$ cat config.mk
export PLATFORM = sky130hd
export DESIGN_NAME = fcmp_unit
export DESIGN_NICKNAME = d
export VERILOG_FILES = /design/src/rtl/fcmp_pkg.sv /design/src/rtl/fcmp_classify.sv /design/src/rtl/fcmp_magcmp.sv /design/src/rtl/fcmp_status.sv /design/src/rtl/fcmp_unit.sv
export SDC_FILE = /design/constraint.sdc
export NUM_CORES = 1
export LEC_CHECK = 0
export BUFFER_PORTS_ARGS = -buffer_cell sky130_fd_sc_hd__buf_2
export CAP_MARGIN = 20
export CELL_PAD_IN_SITES_DETAIL_PLACEMENT = 1
export CELL_PAD_IN_SITES_GLOBAL_PLACEMENT = 1
export CORE_MARGIN = 2
export CORE_UTILIZATION = 35
export DETAILED_ROUTE_END_ITERATION = 8
export PLACE_DENSITY = 0.88
export SKIP_CTS_REPAIR_TIMING = 1
export SYNTH_ARGS = -nofsm -noshare
export SYNTH_HDL_FRONTEND = slang
export SYNTH_SLANG_ARGS = --single-unit
$ cat constraint.sdc
create_clock -name clk -period 3 [get_ports clk]
set_input_delay 0.6 -clock clk [delete_from_list [all_inputs] [get_ports clk]]
set_output_delay 0.6 -clock clk [all_outputs]
set_load 0.02 [all_outputs]
$ cat src/rtl/fcmp_pkg.sv
package fcmp_pkg;
  localparam int NIB_W       = 4;
  localparam int NIB_ENABLE  = 1;
  localparam int NIB_COND    = 3;
  localparam int NIB_EXC     = 4;
  localparam int NIB_SUMM    = 6;
  localparam int POS_INV_EN  = NIB_ENABLE * NIB_W + 3;
  localparam int POS_NAN_SEEN = NIB_EXC * NIB_W + 0;
  localparam int POS_INV_CMP = NIB_EXC * NIB_W + 3;
  localparam int POS_SUMM    = NIB_SUMM * NIB_W + 0;
  localparam int POS_COND    = NIB_COND * NIB_W;

  localparam logic [3:0] CC_LT = 4'b1000;
  localparam logic [3:0] CC_GT = 4'b0100;
  localparam logic [3:0] CC_EQ = 4'b0010;
  localparam logic [3:0] CC_UN = 4'b0001;

  typedef struct packed {
    logic sign;
    logic zero;
    logic nan;
    logic snan;
  } opclass_t;
endpackage

$ cat src/rtl/fcmp_classify.sv
module fcmp_classify
  import fcmp_pkg::*;
#(
  parameter int EXP_W  = 11,
  parameter int FRAC_W = 52
) (
  input  logic [EXP_W+FRAC_W:0]   op,
  output opclass_t                cls,
  output logic [EXP_W+FRAC_W-1:0] mag
);
  logic [EXP_W-1:0]  ex;
  logic [FRAC_W-1:0] fr;
  logic              ex_max;
  logic              fr_nz;

  assign ex     = op[FRAC_W +: EXP_W];
  assign fr     = op[FRAC_W-1:0];
  assign ex_max = &ex;
  assign fr_nz  = |fr;
  assign mag    = op[EXP_W+FRAC_W-1:0];

  always_comb begin
    cls.sign = op[EXP_W+FRAC_W];
    cls.zero = ~(|ex) & ~fr_nz;
    cls.nan  = ex_max & fr_nz;
    cls.snan = ex_max & fr_nz & ~fr[FRAC_W-1];
  end
endmodule

$ cat src/rtl/fcmp_magcmp.sv
module fcmp_magcmp #(
  parameter int M       = 63,
  parameter int CHUNK_W = 8
) (
  input  logic [M-1:0] a,
  input  logic [M-1:0] b,
  output logic         lt,
  output logic         eq
);
  localparam int NCH   = (M + CHUNK_W - 1) / CHUNK_W;
  localparam int PAD_W = NCH * CHUNK_W;

  logic [PAD_W-1:0] pa;
  logic [PAD_W-1:0] pb;
  logic [NCH-1:0]   c_lt;
  logic [NCH-1:0]   c_eq;

  assign pa = PAD_W'(a);
  assign pb = PAD_W'(b);

  for (genvar g = 0; g < NCH; g++) begin : g_chunk
    assign c_lt[g] = pa[g*CHUNK_W +: CHUNK_W] <  pb[g*CHUNK_W +: CHUNK_W];
    assign c_eq[g] = pa[g*CHUNK_W +: CHUNK_W] == pb[g*CHUNK_W +: CHUNK_W];
  end

  // The most significant differing chunk decides.
  always_comb begin
    lt = 1'b0;
    eq = 1'b1;
    for (int i = NCH - 1; i >= 0; i--) begin
      if (eq && !c_eq[i]) begin
        lt = c_lt[i];
        eq = 1'b0;
      end
    end
  end
endmodule

$ cat src/rtl/fcmp_status.sv
module fcmp_status
  import fcmp_pkg::*;
#(
  parameter int STAT_W = 32
) (
  input  logic [STAT_W-1:0] stat_in,
  input  logic              ordered,
  input  logic [3:0]        cc,
  input  logic              any_snan,
  output logic [STAT_W-1:0] stat_nxt
);
  logic unord;
  assign unord = (cc == CC_UN);

  always_comb begin
    stat_nxt = stat_in;
    stat_nxt[POS_COND +: NIB_W] = cc;
    if (ordered) stat_nxt[POS_NAN_SEEN] = 1'b0;
    if (unord) begin
      stat_nxt[POS_NAN_SEEN] = 1'b1;
      if (!ordered) begin
        stat_nxt[POS_SUMM] = 1'b1;
      end else if (any_snan) begin
        stat_nxt[POS_INV_CMP] = 1'b1;
      end else begin
        stat_nxt[POS_SUMM] = 1'b1;
        if (!stat_in[POS_INV_EN]) stat_nxt[POS_INV_CMP] = 1'b1;
      end
    end
  end
endmodule

$ cat src/rtl/fcmp_unit.sv
module fcmp_unit
  import fcmp_pkg::*;
#(
  parameter int EXP_W   = 11,
  parameter int FRAC_W  = 52,
  parameter int CHUNK_W = 8,
  parameter int STAT_W  = 32
) (
  input  logic                    clk,
  input  logic                    rst,
  input  logic                    in_valid,
  input  logic                    in_ordered,
  input  logic [EXP_W+FRAC_W:0]   op_a,
  input  logic [EXP_W+FRAC_W:0]   op_b,
  input  logic [STAT_W-1:0]       stat_in,
  output logic                    out_valid,
  output logic [3:0]              cc,
  output logic [STAT_W-1:0]       stat_out
);
  localparam int W = 1 + EXP_W + FRAC_W;
  localparam int M = W - 1;
  localparam logic [STAT_W-1:0] TOUCHED =
      (STAT_W'(4'hF) << POS_COND) | (STAT_W'(1) << POS_NAN_SEEN) |
      (STAT_W'(1) << POS_INV_CMP) | (STAT_W'(1) << POS_SUMM);

  // Stage 0: operand classification and magnitude compare
  logic [W-1:0] ops [2];
  opclass_t     cls [2];
  logic [M-1:0] mag [2];
  logic         mag_lt, mag_eq;

  assign ops[0] = op_a;
  assign ops[1] = op_b;

  for (genvar g = 0; g < 2; g++) begin : g_cls
    fcmp_classify #(.EXP_W(EXP_W), .FRAC_W(FRAC_W)) u_cls (
      .op  (ops[g]),
      .cls (cls[g]),
      .mag (mag[g])
    );
  end

  fcmp_magcmp #(.M(M), .CHUNK_W(CHUNK_W)) u_mag (
    .a  (mag[0]),
    .b  (mag[1]),
    .lt (mag_lt),
    .eq (mag_eq)
  );

  // Stage 1 registers
  logic              s1_vld, s1_ord, s1_lt, s1_eq;
  opclass_t          s1_a, s1_b;
  logic [STAT_W-1:0] s1_stat;

  always_ff @(posedge clk) begin
    if (rst) s1_vld <= 1'b0;
    else     s1_vld <= in_valid;
    if (in_valid) begin
      s1_ord  <= in_ordered;
      s1_a    <= cls[0];
      s1_b    <= cls[1];
      s1_lt   <= mag_lt;
      s1_eq   <= mag_eq;
      s1_stat <= stat_in;
    end
  end

  // Stage 1 decision
  logic [3:0]        cc_nxt;
  logic [STAT_W-1:0] stat_nxt;

  always_comb begin
    if (s1_a.nan | s1_b.nan)        cc_nxt = CC_UN;
    else if (s1_a.zero & s1_b.zero) cc_nxt = CC_EQ;
    else if (s1_a.sign != s1_b.sign) cc_nxt = s1_a.sign ? CC_LT : CC_GT;
    else if (s1_eq)                 cc_nxt = CC_EQ;
    else if (s1_lt ^ s1_a.sign)     cc_nxt = CC_LT;
    else                            cc_nxt = CC_GT;
  end

  fcmp_status #(.STAT_W(STAT_W)) u_stat (
    .stat_in  (s1_stat),
    .ordered  (s1_ord),
    .cc       (cc_nxt),
    .any_snan (s1_a.snan | s1_b.snan),
    .stat_nxt (stat_nxt)
  );

  // Stage 2 output registers
  always_ff @(posedge clk) begin
    if (rst) begin
      out_valid <= 1'b0;
      cc        <= '0;
      stat_out  <= '0;
    end else begin
      out_valid <= s1_vld;
      if (s1_vld) begin
        cc       <= cc_nxt;
        stat_out <= stat_nxt;
      end
    end
  end

  // Checks
  p_lat_hi_r1: assert property (@(posedge clk) disable iff (rst)
    in_valid |=> ##1 out_valid);
  p_lat_lo_r1: assert property (@(posedge clk) disable iff (rst)
    !in_valid |=> ##1 !out_valid);
  p_cc_onehot_r2: assert property (@(posedge clk) disable iff (rst)
    out_valid |-> $countones(cc) == 1);
  p_cond_nib_r5: assert property (@(posedge clk) disable iff (rst)
    out_valid |-> stat_out[POS_COND +: NIB_W] == cc);
  p_nan_seen_r6: assert property (@(posedge clk) disable iff (rst)
    (out_valid && cc == CC_UN) |-> stat_out[POS_NAN_SEEN]);
  p_ord_clear_r7: assert property (@(posedge clk) disable iff (rst)
    (out_valid && cc != CC_UN && $past(in_ordered, 2)) |-> !stat_out[POS_NAN_SEEN]);
  p_inv_cmp_r9: assert property (@(posedge clk) disable iff (rst)
    (out_valid && cc == CC_UN && $past(in_ordered, 2) && !$past(stat_in[POS_INV_EN], 2))
      |-> stat_out[POS_INV_CMP]);
  p_passthru_r10: assert property (@(posedge clk) disable iff (rst)
    out_valid |-> (stat_out & ~TOUCHED) == ($past(stat_in, 2) & ~TOUCHED));
endmodule

==> out/metrics.yaml <==
worstPathMaxFanout: 5
h-tree-depth: 3
clock_latency_ps: 330
drc_errors: 0
fin_util_pct: 47.3
status: "completed"
grt_max_degree: 41
synth_cells: 460
seqCellArea_sq_mm: 0.00185
synth_area_per_cell_sq_um: 9.77
gp_congestion: 0.915
critical_path.top_delay_family: "simple AND/OR/NAND/NOR gates"
cp_slowest_cell: "nor4_4"
r2r_cells: 2
antenna_found_initial: 0
initial_core_util_pct: 35.8
rsz0062_at_grt: "false"
die_y_um: 117
synth_top_cell_by_area: "edfxtp_1"
die_area_sq_mm: 0.0138
clk_path_buf_depth: 2
multiInputGateArea_sq_mm: 0.00232
wl_um: 14900
grt_pass1_wl_um: 24200
synth-seq-cells: 73
setup_viol: 0
async_reset_ff_share_pct: 0
grt_pass1_vias: 4680
ys_types: 46
clockRootBuffer: "clkbuf_16"
clock-sinks: 73
fmax_ghz: 0.422
worstPathRequired_ps: 3070
final_layout_size_suffix_gt1_share_pct: 33.2
skew_ps: 8.51
fp.coreArea_sq_mm: 0.0126
syn_nets: 687
drt-wirelength-per-cell_um: 17.9
fill_cells: 1525
fin_crit_sh_pct: 79.1
finalSetupTns_ps: 0
hold_class: "in2reg"
vias: 4276
stdcell_count: 834
diodes: 0
fin_crit_ps: 2370
cp.depth: 9
ir_drop_mv: 0.254
ys_warn_count: 0
synth_flop_cell: "edfxtp_1"
slew_headroom_pct: 29.3
worst_path_largest_cell_delay_ps: 400
path_clk_slew_ps: 60
dp_slack_ps: 318
port_buffers: 196
yosys-top-cells-area: "edfxtp_1, ha_1, dfxtp_1"
worstMarginPinSlew_ps: 1060
ios: 201
crit_path_cell_trace: "buf_2, inv_1, ha_1, nand4_2, nor4_4, and3_2, nand3b_1, o32a_1, o31a_1"
maxSlewViolCount: 0
pwr_density_cell_mw_per_mm2: 456
dr.pass1.iters: 4
crit_arrival_ps: 2440
holdPathStages: 1
fin_nets: 884
cp-start-kind: "input port"
grt_usage_pct: 22.0
syn-cell-area_sq_mm: 0.00450
synth-seq-area-share_pct: 41.2
critPathCaptureType: "register"
syn2layout_area_growth_pct: 32.2
finalHoldViolCount: 0
row_count: 41
drt_iter0_markers: 204
fp.dieW_um: 117
max_cap_viol_count: 0
layout_setup_ws_ps: 628
crit_type: "in2reg"
netlist.area_leader.share_pct: 26.1
path_buf_inv: 2
dp.cells: 818
cts_buffers: 9
routed_via_density: 5.13
postRouteAntennaNets: 0
cts_tree: "done"
p_leak_nw: 2.93
whs_ps: 443
dpl.hpwl_um: 12400
grt.overflow.total: 0
synth-edff-count: 39
## metrics by stage
stage               total power, mW  cell area (sq um)
floorplan                      1.42               4500
CTS                            2.73               5940
finish                         2.71               5940
global route                   2.84               5940
global placement               1.64               5650
detailed placement             1.68               5650
## power by group
| group | internal (mW) | switching, mW | leakage (nW) | total, mW |
|---|---|---|---|---|
| combinational | 0.224 | 0.280 | 2.13 | 0.504 |
| clock | 0.664 | 0.379 | 0.144 | 1.04 |
| sequential | 1.12 | 0.0397 | 0.658 | 1.16 |
| total | 2.01 | 0.699 | 2.93 | 2.71 |
## state kept, by name, summed over array words and instances (netlist names)
| name | count |
|---|---|
| stat_out | 29 |
| s1_stat | 28 |
| s1_a | 4 |
| s1_b | 4 |
| cc | 3 |
| out_valid | 1 |
| s1_eq | 1 |
| s1_lt | 1 |
| s1_ord | 1 |
| s1_vld | 1 |
## cell usage in the layout, fill, tap and decap left out, types with 2 or more instances in the layout
cell type / count
a21oi_1: 17
clkbuf_1: 3
o211ai_1: 3
o21ai_0: 12
buf_2: 196
nand3_1: 10
nor3_1: 4
edfxtp_1: 39
clkbuf_16: 9
nand4_1: 21
nor2b_1: 7
a21o_1: 5
a211o_1: 2
and2_1: 2
clkinv_2: 2
nand2b_1: 12
mux2i_1: 25
nand2_1: 9
buf_4: 3
ha_1: 63
nor2_1: 43
a211oi_1: 7
and4_1: 5
a31oi_1: 2
dfxtp_1: 33
nor4_1: 34
o31a_1: 2
inv_1: 68
## final timing paths
kind / from / end / slack, ps
hold reg to reg: stat_out[6] / stat_out[6] / 490
setup reg to reg: s1_vld / stat_out[10] / 1420
setup / recovery: op_b[60] / s1_lt / 630
hold / removal: stat_in[9] / s1_stat[9] / 440
## worst reg2reg max path, cell delays in order, from the launching register on
cell,delay (ps)
dfxtp_2,1030
mux2i_1,350
nor2_1,60
## Yosys cell counts, drive strengths merged (2+ instances only)
master and number:
and2 2, a31oi 2, buf 4, and4 6
o31a 2, inv 68, a21oi 17, nand3 10
nor3 4, nor4 35, clkbuf 9, o21ai 13
o211ai 3, nor2b 7, nand2b 12, a211oi 7
and3 2, a211o 2, a21o 5, nand2 9
dfxtp 34, a221oi 2, nor2 44, mux2i 25
nand4 22, ha 63, edfxtp 39
## per-layer routing
layer | vias to the layer above | wire length, um | GRT usage [%]
li1 | 2082 | - | -
met5 | - | 0 | 0
met1 | 2002 | 5890 | 24.2
met4 | 0 | 398 | 7.98
met2 | 170 | 7610 | 41.3
met3 | 22 | 1010 | 4.77
## cell type report
class | count | share of cell area (%)
timing repair buffer | 199 | 16.9
clock inverter | 3 | 0.674
sequential | 73 | 31.2
clock buffer | 13 | 4.21
inverter | 68 | 4.30
multi-input combinational | 306 | 39.1
tap | 172 | 3.62
## cells by family after synthesis
| kind of cell | synth area share, % |
|---|---|
| and+or+nand+nor | 19.5 |
| buffers and inverters | 7.10 |
| DFF | 41.2 |
| adders and majority gates | 17.5 |
| AOI/OAI and AO/OA | 9.07 |
| muxes | 5.57 |
Note: power is estimated with default switching activity, not from simulation.
